`src/rtl/sqf_pkg.sv`:
```
package sqf_pkg;

  typedef enum logic [1:0] {
    LD_BYPASS = 2'd0,
    LD_FWD    = 2'd1,
    LD_STALL  = 2'd2
  } ld_verdict_e;

endpackage

```
`src/rtl/sqf_age_cmp.sv`:
```
module sqf_age_cmp #(
  parameter int DEPTH = 8,
  parameter int AGE_W = 6
) (
  input  logic [DEPTH-1:0][AGE_W-1:0] l_age,
  input  logic [AGE_W-1:0]            ld_age,
  input  logic [AGE_W-1:0]            fl_age,
  output logic [DEPTH-1:0]            older_ld,
  output logic [DEPTH-1:0]            younger_fl
);

  // Tags live in a window smaller than half the tag space; the sign of the
  // modular difference gives program order.
  for (genvar g = 0; g < DEPTH; g++) begin : g_cmp
    logic [AGE_W-1:0] d_ld;
    logic [AGE_W-1:0] d_fl;
    assign d_ld = ld_age - l_age[g];
    assign d_fl = l_age[g] - fl_age;
    assign older_ld[g]   = (d_ld != '0) && !d_ld[AGE_W-1];
    assign younger_fl[g] = (d_fl != '0) && !d_fl[AGE_W-1];
  end

endmodule

```
`src/rtl/sqf_ld_resolve.sv`:
```
module sqf_ld_resolve
  import sqf_pkg::*;
#(
  parameter int DEPTH = 8,
  parameter int AW    = 32,
  parameter int DW    = 32
) (
  input  logic [DEPTH-1:0]          live,
  input  logic [DEPTH-1:0]          older,
  input  logic [DEPTH-1:0]          a_known,
  input  logic [DEPTH-1:0]          d_known,
  input  logic [DEPTH-1:0][AW-1:0]  l_addr,
  input  logic [DEPTH-1:0][DW-1:0]  l_data,
  input  logic [AW-1:0]             ld_addr,
  output ld_verdict_e               verdict,
  output logic [DW-1:0]             fwd_data
);

  localparam int IDX_W = $clog2(DEPTH);

  logic             unknown_older;
  logic             hit;
  logic [IDX_W-1:0] hit_idx;

  // Logical index 0 is the oldest store; scanning upward lets the youngest
  // older match overwrite earlier ones.
  always_comb begin
    unknown_older = 1'b0;
    hit           = 1'b0;
    hit_idx       = '0;
    for (int i = 0; i < DEPTH; i++) begin
      if (live[i] && older[i]) begin
        if (!a_known[i]) begin
          unknown_older = 1'b1;
        end else if (l_addr[i] == ld_addr) begin
          hit     = 1'b1;
          hit_idx = IDX_W'(i);
        end
      end
    end
  end

  always_comb begin
    if (unknown_older || (hit && !d_known[hit_idx])) begin
      verdict = LD_STALL;
    end else if (hit) begin
      verdict = LD_FWD;
    end else begin
      verdict = LD_BYPASS;
    end
    fwd_data = l_data[hit_idx];
  end

endmodule

```
`src/rtl/sqf_ptr_ctrl.sv`:
```
module sqf_ptr_ctrl #(
  parameter int DEPTH = 8
) (
  input  logic                         clk,
  input  logic                         rst_n,
  input  logic                         alloc_fire,
  input  logic                         drain_fire,
  input  logic                         commit_req,
  input  logic                         flush_req,
  input  logic [DEPTH-1:0]             younger,
  output logic [$clog2(DEPTH)-1:0]     head,
  output logic [$clog2(DEPTH)-1:0]     tail,
  output logic [$clog2(DEPTH+1)-1:0]   count,
  output logic [$clog2(DEPTH+1)-1:0]   ccount
);

  localparam int IDX_W = $clog2(DEPTH);
  localparam int CNT_W = $clog2(DEPTH + 1);

  logic [CNT_W-1:0] cc_c;
  logic [CNT_W-1:0] kept_n;
  logic [CNT_W-1:0] cnt_mid;

  // Commit is applied before the flush, so a store committed in the flush
  // cycle is kept. Ages rise from head to tail, so kept stores form a prefix.
  always_comb begin
    cc_c   = ccount + CNT_W'(commit_req && (ccount < count));
    kept_n = '0;
    for (int i = 0; i < DEPTH; i++) begin
      if ((CNT_W'(i) < count) && ((CNT_W'(i) < cc_c) || !younger[i])) begin
        kept_n = kept_n + CNT_W'(1);
      end
    end
    cnt_mid = flush_req ? kept_n : count;
  end

  always_ff @(posedge clk) begin
    if (!rst_n) begin
      head   <= '0;
      count  <= '0;
      ccount <= '0;
    end else begin
      head   <= head + IDX_W'(drain_fire);
      count  <= cnt_mid - CNT_W'(drain_fire) + CNT_W'(alloc_fire);
      ccount <= cc_c - CNT_W'(drain_fire);
    end
  end

  assign tail = head + IDX_W'(count);

  AST_NO_OVERFLOW: assert property (@(posedge clk) disable iff (!rst_n)
    count <= CNT_W'(DEPTH));
  AST_FULL_NO_ALLOC: assert property (@(posedge clk) disable iff (!rst_n)
    (count == CNT_W'(DEPTH)) |-> !alloc_fire);
  AST_DRAIN_ONLY_COMMITTED: assert property (@(posedge clk) disable iff (!rst_n)
    drain_fire |-> (ccount != '0));
  AST_COMMITTED_WITHIN: assert property (@(posedge clk) disable iff (!rst_n)
    ccount <= count);
  AST_FLUSH_NO_GROWTH: assert property (@(posedge clk) disable iff (!rst_n)
    flush_req |=> (count <= $past(count)));

endmodule

```
`src/rtl/store_queue_fwd.sv`:
```
module store_queue_fwd
  import sqf_pkg::*;
#(
  parameter int DEPTH = 8,
  parameter int AW    = 32,
  parameter int DW    = 32,
  parameter int AGE_W = 6
) (
  input  logic                       clk,
  input  logic                       rst_n,
  input  logic                       st_alloc_valid,
  output logic                       st_alloc_ready,
  input  logic [AGE_W-1:0]           st_alloc_age,
  output logic [$clog2(DEPTH)-1:0]   st_alloc_slot,
  input  logic                       st_addr_valid,
  input  logic [$clog2(DEPTH)-1:0]   st_addr_slot,
  input  logic [AW-1:0]              st_addr,
  input  logic                       st_data_valid,
  input  logic [$clog2(DEPTH)-1:0]   st_data_slot,
  input  logic [DW-1:0]              st_data,
  input  logic                       st_commit,
  input  logic                       flush_valid,
  input  logic [AGE_W-1:0]           flush_age,
  input  logic                       ld_valid,
  input  logic [AW-1:0]              ld_addr,
  input  logic [AGE_W-1:0]           ld_age,
  output logic                       ld_ready,
  output logic                       ld_fwd_valid,
  output logic [DW-1:0]              ld_fwd_data,
  output logic                       ld_to_cache,
  output logic                       cw_valid,
  input  logic                       cw_ready,
  output logic [AW-1:0]              cw_addr,
  output logic [DW-1:0]              cw_data
);

  localparam int IDX_W = $clog2(DEPTH);
  localparam int CNT_W = $clog2(DEPTH + 1);

  // Physical slot storage
  logic [DEPTH-1:0][AGE_W-1:0] e_age;
  logic [DEPTH-1:0][AW-1:0]    e_addr;
  logic [DEPTH-1:0][DW-1:0]    e_data;
  logic [DEPTH-1:0]            e_av;
  logic [DEPTH-1:0]            e_dv;

  // Views in program order, index 0 = oldest
  logic [DEPTH-1:0][AGE_W-1:0] l_age;
  logic [DEPTH-1:0][AW-1:0]    l_addr;
  logic [DEPTH-1:0][DW-1:0]    l_data;
  logic [DEPTH-1:0]            l_av;
  logic [DEPTH-1:0]            l_dv;
  logic [DEPTH-1:0]            l_live;
  logic [DEPTH-1:0]            older_ld;
  logic [DEPTH-1:0]            younger_fl;

  logic [IDX_W-1:0] head;
  logic [IDX_W-1:0] tail;
  logic [CNT_W-1:0] count;
  logic [CNT_W-1:0] ccount;
  logic             alloc_fire;
  logic             drain_fire;
  ld_verdict_e      verdict;

  assign st_alloc_ready = (count != CNT_W'(DEPTH)) && !flush_valid;
  assign st_alloc_slot  = tail;
  assign alloc_fire     = st_alloc_valid && st_alloc_ready;

  assign cw_valid   = (ccount != '0);
  assign cw_addr    = e_addr[head];
  assign cw_data    = e_data[head];
  assign drain_fire = cw_valid && cw_ready;

  for (genvar s = 0; s < DEPTH; s++) begin : g_slot
    always_ff @(posedge clk) begin
      if (!rst_n) begin
        e_av[s]   <= 1'b0;
        e_dv[s]   <= 1'b0;
        e_age[s]  <= '0;
        e_addr[s] <= '0;
        e_data[s] <= '0;
      end else if (alloc_fire && (tail == IDX_W'(s))) begin
        e_av[s]  <= 1'b0;
        e_dv[s]  <= 1'b0;
        e_age[s] <= st_alloc_age;
      end else begin
        if (st_addr_valid && (st_addr_slot == IDX_W'(s))) begin
          e_av[s]   <= 1'b1;
          e_addr[s] <= st_addr;
        end
        if (st_data_valid && (st_data_slot == IDX_W'(s))) begin
          e_dv[s]   <= 1'b1;
          e_data[s] <= st_data;
        end
      end
    end
  end

  for (genvar g = 0; g < DEPTH; g++) begin : g_view
    logic [IDX_W-1:0] ph;
    assign ph        = head + IDX_W'(g);
    assign l_age[g]  = e_age[ph];
    assign l_addr[g] = e_addr[ph];
    assign l_data[g] = e_data[ph];
    assign l_av[g]   = e_av[ph];
    assign l_dv[g]   = e_dv[ph];
    assign l_live[g] = CNT_W'(g) < count;
  end

  sqf_age_cmp #(.DEPTH(DEPTH), .AGE_W(AGE_W)) u_age (
    .l_age      (l_age),
    .ld_age     (ld_age),
    .fl_age     (flush_age),
    .older_ld   (older_ld),
    .younger_fl (younger_fl)
  );

  sqf_ld_resolve #(.DEPTH(DEPTH), .AW(AW), .DW(DW)) u_res (
    .live     (l_live),
    .older    (older_ld),
    .a_known  (l_av),
    .d_known  (l_dv),
    .l_addr   (l_addr),
    .l_data   (l_data),
    .ld_addr  (ld_addr),
    .verdict  (verdict),
    .fwd_data (ld_fwd_data)
  );

  sqf_ptr_ctrl #(.DEPTH(DEPTH)) u_ptr (
    .clk        (clk),
    .rst_n      (rst_n),
    .alloc_fire (alloc_fire),
    .drain_fire (drain_fire),
    .commit_req (st_commit),
    .flush_req  (flush_valid),
    .younger    (younger_fl),
    .head       (head),
    .tail       (tail),
    .count      (count),
    .ccount     (ccount)
  );

  assign ld_ready     = (verdict != LD_STALL);
  assign ld_fwd_valid = ld_valid && (verdict == LD_FWD);
  assign ld_to_cache  = ld_valid && (verdict == LD_BYPASS);

  AST_STALL_SILENT: assert property (@(posedge clk) disable iff (!rst_n)
    !ld_ready |-> (!ld_fwd_valid && !ld_to_cache));
  AST_ONE_OUTCOME: assert property (@(posedge clk) disable iff (!rst_n)
    $onehot0({ld_fwd_valid, ld_to_cache}));
  AST_CW_HOLD: assert property (@(posedge clk) disable iff (!rst_n)
    (cw_valid && !cw_ready) |=> (cw_valid && $stable(cw_addr) && $stable(cw_data)));
  AST_CW_HEAD_KNOWN: assert property (@(posedge clk) disable iff (!rst_n)
    cw_valid |-> (e_av[head] && e_dv[head]));
  AST_FLUSH_BLOCKS_ALLOC: assert property (@(posedge clk) disable iff (!rst_n)
    flush_valid |-> !st_alloc_ready);

endmodule

```
`config.mk`:
```
export PLATFORM = sky130hd
export DESIGN_NAME = store_queue_fwd
export DESIGN_NICKNAME = d
export VERILOG_FILES = /design/src/rtl/sqf_pkg.sv /design/src/rtl/sqf_age_cmp.sv /design/src/rtl/sqf_ld_resolve.sv /design/src/rtl/sqf_ptr_ctrl.sv /design/src/rtl/store_queue_fwd.sv
export SDC_FILE = /design/constraint.sdc
export NUM_CORES = 2
export LEC_CHECK = 0
export BUFFER_PORTS_ARGS = -buffer_cell sky130_fd_sc_hd__buf_2
export CORE_MARGIN = 2
export CORE_UTILIZATION = 63
export CTS_CLUSTER_SIZE = 40
export DETAILED_ROUTE_END_ITERATION = 8
export PLACE_DENSITY = 0.82
export SYNTH_ARGS = -nofsm -noshare
export SYNTH_HDL_FRONTEND = slang
export SYNTH_SLANG_ARGS = --single-unit
```
`constraint.sdc`:
```
create_clock -name clk -period 18 [get_ports clk]
set_input_delay 3.6 -clock clk [delete_from_list [all_inputs] [get_ports clk]]
set_output_delay 3.6 -clock clk [all_outputs]
set_load 0.03 [all_outputs]
```
* Word-level counts from Yosys, hierarchy flattened
Index checks and enable logic that the tools add are counted.
Word-level totals: logic and storage cells 445, register bits after elaboration 587, input port bits 129, output and inout port bits 104
Cells by class: equal/unequal tests 32, bitwise logic cells 9, reduce and logical (&&, ||, !) cells 143, mux-type cells 156, add/sub/neg operators 36, order comparisons 26
Operators with widths (count):
- $bmux W32 S3 | 17
- $mux W32 | 17
- $eq A32 B32 Y1 | 8
- $bmux W6 S3 | 8
- $reduce_bool A6 Y1 | 16
- $sub A6 B6 Y6 | 16
- $logic_and A1 B1 Y1 | 63
- $mux W1 | 60
- $mux W3 | 20
- $bmux W1 S3 | 17
- $mux W6 | 8
- $eq A3 B3 Y1 const B | 12
- $lt A3 B4 Y1 const B | 9
- $lt A3 B4 Y1 const A | 8
- $mux W4 | 8
- $reduce_and A2 Y1 | 16
- $logic_not A1 Y1 | 26
- $add A4 B1 Y4 const B | 6
- $eq A3 B2 Y1 const B | 6
- $lt A1 B4 Y1 const A | 4
- $lt A2 B4 Y1 const A | 4
- $reduce_or A2 Y1 | 8
- $add A3 B3 Y3 const B | 4
- $eq A3 B1 Y1 const B | 3
- other kinds (17) | 38

* Logic depth before layout (Yosys ltp)
depth in word-level cells 34, gate-level depth with buffers 60, gate-level depth less buffers 41

* Modules after synthesis
A second synthesis with hierarchy kept.
Second synthesis, totals: cell total of the unflattened synthesis 5567, area total of the unflattened synthesis 54775.0 sq um
By module, submodules not included:
- store_queue_fwd | sequential area each 11531.1 sq um, area each 42996.2 sq um, cells each 3987, times used 1
- sqf_ld_resolve | sequential area each 0.0 sq um, area each 6247.2 sq um, cells each 865, times used 1
- sqf_age_cmp | sequential area each 0.0 sq um, area each 3658.5 sq um, cells each 480, times used 1
- sqf_ptr_ctrl | sequential area each 220.2 sq um, area each 1873.0 sq um, cells each 235, times used 1

* Worst setup path after synthesis
No wires, ideal clock.
kind flip-flop to output port, start reg u_ptr.head[1], end out ld_fwd_data[11], required time 14.400 ns, arrival 9.515 ns, path buffers 22, cell stages (with the launch flop) 41, slack 4.885 ns, cell sequence dfxtp_1 -> buf_6 -> buf_6 -> buf_4 -> buf_4 -> buf_2 -> buf_2 -> buf_2 -> clkbuf_1 -> clkbuf_1 -> buf_1 -> inv_1 -> ha_1 -> buf_2 -> buf_4 -> buf_4 -> buf_4 -> clkbuf_1 -> [5 not listed] -> nand2_1 -> and2_1 -> ha_1 -> nor2b_1 -> o21ai_0 -> a21boi_0 -> o21a_1 -> o21ai_0 -> a21oi_1 -> or4b_1 -> a311oi_4 -> buf_6 -> buf_8 -> buf_6 -> nand2_1 -> o21ai_0 -> mux2i_1 -> mux2i_1
On the way: cells in the longest elaborated chain, start to end 28, elaborated cells on any way between the ends 130, classes of those cells add/sub (14); eq/ne (7); mux (81); reduce/logical (28)
Ends and longest elaborated chain:
- start: declaration | RTL line sqf_ptr_ctrl.sv:11 | output logic [$clog2(DEPTH)-1:0] head,
- start signal: assignment | RTL line sqf_ptr_ctrl.sv:43 | head <= head + IDX_W'(drain_fire);
- $add A3 B1 Y3 | RTL line store_queue_fwd.sv:101 | assign ph = head + IDX_W'(g);
- $bmux W6 S3 | RTL line store_queue_fwd.sv:102 | assign l_age[g] = e_age[ph];
- $mux W6 (implied by the code) | RTL line store_queue_fwd.sv:102
- $sub A6 B6 Y6 | RTL line sqf_age_cmp.sv:17 | assign d_ld = ld_age - l_age[g];
- $reduce_bool A6 Y1 or $logic_not A1 Y1 (tied branches) | RTL line sqf_age_cmp.sv:19 | assign older_ld[g] = (d_ld != '0) && !d_ld[AGE_W-1];
- $logic_and A1 B1 Y1 | RTL line sqf_age_cmp.sv:19
- $logic_and A1 B1 Y1 | RTL line sqf_ld_resolve.sv:32 | if (live[i] && older[i]) begin
- $mux W3 | RTL line sqf_ld_resolve.sv:32
- [12 not listed]
- $mux W3 | RTL line sqf_ld_resolve.sv:35 | end else if (l_addr[i] == ld_addr) begin
- $mux W3 | RTL line sqf_ld_resolve.sv:33 | if (!a_known[i]) begin
- $mux W3 | RTL line sqf_ld_resolve.sv:32
- $mux W3 | RTL line sqf_ld_resolve.sv:35
- $mux W3 | RTL line sqf_ld_resolve.sv:33
- $mux W3 | RTL line sqf_ld_resolve.sv:32
- $bmux W32 S3 * | RTL line sqf_ld_resolve.sv:51 | fwd_data = l_data[hit_idx];
- $mux W32 (implied by the code) * | RTL line sqf_ld_resolve.sv:51
- end: declaration | RTL line store_queue_fwd.sv:29 | output logic [DW-1:0] ld_fwd_data,
Every way passes the cells marked *; elsewhere a longest branch is shown, timed or not. The select of a mux whose other input is x is not followed.

* Final worst setup path
start reg u_ptr.head[0], end out ld_fwd_data[4]
Same word-level chain as after synthesis.

==> out/metrics.cfg <==
[synth]
ys_types=84
netlist_area_um2=55000
synth.area.top_cells=mux4_2 (26%), dfxtp_1 (21%), mux2i_1 (10%)
ys_seq_area_share_pct=21.4
yosysTopAreaCellShare_pct=25.7
yosysTopAreaCell=mux4_2
ys_seq_elements=587
synth_edf_count=0
synthMuxAreaShare_pct=37.8
async_flop_share_pct=0
synth_nets=6105
synth_compound_area_share_pct=10.7
synthFlopType=dfxtp_1
synth_top_family_by_area=multiplexers
yosys.cell_count.top_type=nand2_1
syn_inst=5855
synth-xor-area-share_pct=5.25
synthSimpleGateAreaFrac_pct=16.2
synth_common_cells=nand2_1 (1470), mux4_2 (627), dfxtp_1 (587)
yosys.area_share.adder_pct=3.00
postSynthAreaPerCell_um2=9.39
ys_warn_count=0

[cells_and_area]
drive_above_1_share_pct=21.0
areaGrowthSynthToFinish_pct=5.91
nets=5934
stdcell_count=6918
utilization_pct=67.2

[route]
vias=49100
totalWireLength_mm=194
wl_met2_mm=86.7
drc_errors=0
drtIter0Drc=6436
drtPass1Iterations=7
routed.top_layer=met5
met1_length_mm=70.0
wire_per_inst_um=28.0
viasPerCell=7.09
ant_nets=0
wl_met3_mm=24.9

[grt]
grt_pass1_wl_mm=290
antenna_found_initial=22
grt_overflow_total=0
grt_start_max_net_pins=306
grtUsageTotal_pct=42.4
first_global_vias=46700

[worst_setup_path]
r2r_setup_slack_ns=7.67
worstPathArrival_ns=8.92
cp_max_fo=72
critPathLaunchType=flop
r2r_cells=40
critPathKind=flop to output pin
cp.required_ns=14.40
endpoint_kind=output pin

[sta]
fin_ws_ns=5.48
slew_viol_final=0
finalSetupTns_ns=0
rsz0062_at_grt=false
period_needed_ns=12.52
fmax_ghz=0.0799
worst_pin_slew_ns=1.35
fin_crit_sh_pct=69.5
hold_viol=0
finClkSkew_ns=0.0723
slew_headroom_pct=10.1
setup_viol=0

[placement]
hpwl_mm=131
placed_cells=6768
pre_cts_ws_ns=5.76
place_congestion=1.06
io_buffers=232

[cts]
hold_buffers=0
cts_resized=0
root_buffer=clkbuf_16
tritoncts=built
cts_made_buffers=69
cts.clk_slew.worst_paths_ns=0.06
htree_levels=3
cts_num_sinks=587
cts_buffer_depth=3
clk_latency_ns=0.66
cts_setup_buffers=0

[floorplanning]
core-area_um2=86600
die-area_um2=89600
io_pins=233
chipHeight_um=299
initial_core_util_pct=63.5
fp.dieW_um=299
num_rows=108

[worst_hold_path]
min_path_type=flop to flop
worstHoldPathCells=2

[outcome]
status=complete, no violations

[power]
power.total_mw=5.24
powerDensity_nw_per_um2=89.9
p_leak_nw=19.5
peakVddDrop_mv=0.143

[run]
max-cap-violations=0

-- power breakdown --
part / total, mW / leakage, nW / switching (mW) / internal [mW]
logic: 2.26 / 13.6 / 1.34 / 0.928
registers: 1.43 / 4.75 / 0.0849 / 1.34
clock network: 1.54 / 1.22 / 0.646 / 0.895
total: 5.24 / 19.5 / 2.07 / 3.17
-- final timing paths --
check,start,end
worst max-delay path,u_ptr.head[0]$_SDFF_PN0_,ld_fwd_data[4]
worst min-delay path,e_data[119]$_SDFFE_PN0P_,e_data[119]$_SDFFE_PN0P_
worst max register to register,u_ptr.head[0]$_SDFF_PN0_,u_ptr.count[3]$_SDFF_PN0_
worst min register to register,e_data[119]$_SDFFE_PN0P_,e_data[119]$_SDFFE_PN0P_
-- cells by family after synthesis --
kind of cell | after synthesis
XOR/XNOR | 321
flip-flops | 587
adder cells (fa/ha/maj) | 121
buffers and inverters | 648
multiplexers | 1281
AO/OA/AOI/OAI | 849
AND/OR/NAND/NOR | 2048
-- cell usage in the layout, fill, tap and decap left out, types with 24 or more instances in the layout --
cell / instances
buf_4: 65
nand2_1: 1465
nand3_1: 83
o21ai_1: 27
a21oi_1: 48
nand2b_1: 27
nor2_1: 96
mux4_2: 627
a21boi_0: 524
nor2b_1: 67
nor3_1: 28
mux2_2: 97
o21ai_0: 144
ha_1: 102
xnor2_1: 171
inv_1: 100
diode_2: 24
nor4_1: 63
mux2i_1: 555
clkbuf_16: 69
and2_1: 39
dfxtp_1: 584
xor2_1: 140
buf_2: 231
nand4_1: 59
-- critical path, stage by stage (launching register included) --
cell and delay (ns):
dfxtp_4 0.92, inv_2 0.13, ha_4 0.66, buf_4 0.92, mux4_2 0.45, nand2_1 0.08, and2_1 0.23, ha_1 0.26
nor2b_1 0.12, o21ai_0 0.37, a21boi_0 0.15, o21ai_0 0.23, a21oi_1 0.10, nand4b_1 0.47, nor4b_1 0.85, o21bai_4 0.36
buf_4 0.93, mux2i_1 0.21, mux2i_1 0.45, buf_2 0.29
-- state kept, by name, indices dropped and copies added, names as in the netlist --
signal and count:
u_ptr.head 3, e_age 48, e_addr 256, u_ptr.ccount 4, e_av 8, e_dv 8, u_ptr.count 4, e_data 256
-- per-layer routing --
metal | vias up | track usage (%)
li1 | 20900 | -
met2 | 3513 | 65.2
met4 | 6 | 24.8
met1 | 23900 | 55.1
met5 | - | 0
met3 | 750 | 9.94
-- area by class of cell --
class                   instances  area, µm²
diodes                         24       60.1
fillers                      6570      28400
repair buffers                302       1760
well taps                    1155       1450
inverters                     104        390
multi-input cells            4620      40300
clock buffers                  90       1950
flip-flops and latches        587      11800
clock inverters                36        551
-- metrics by stage --
stage,hold slack [ns],instance area (µm²)
after floorplan,0.470,55000
after global placement,0.484,55700
after detailed placement,0.499,55700
after CTS,0.508,58200
after global routing,0.532,58200
final,0.509,58200
Power figures use the tool's default switching activity.
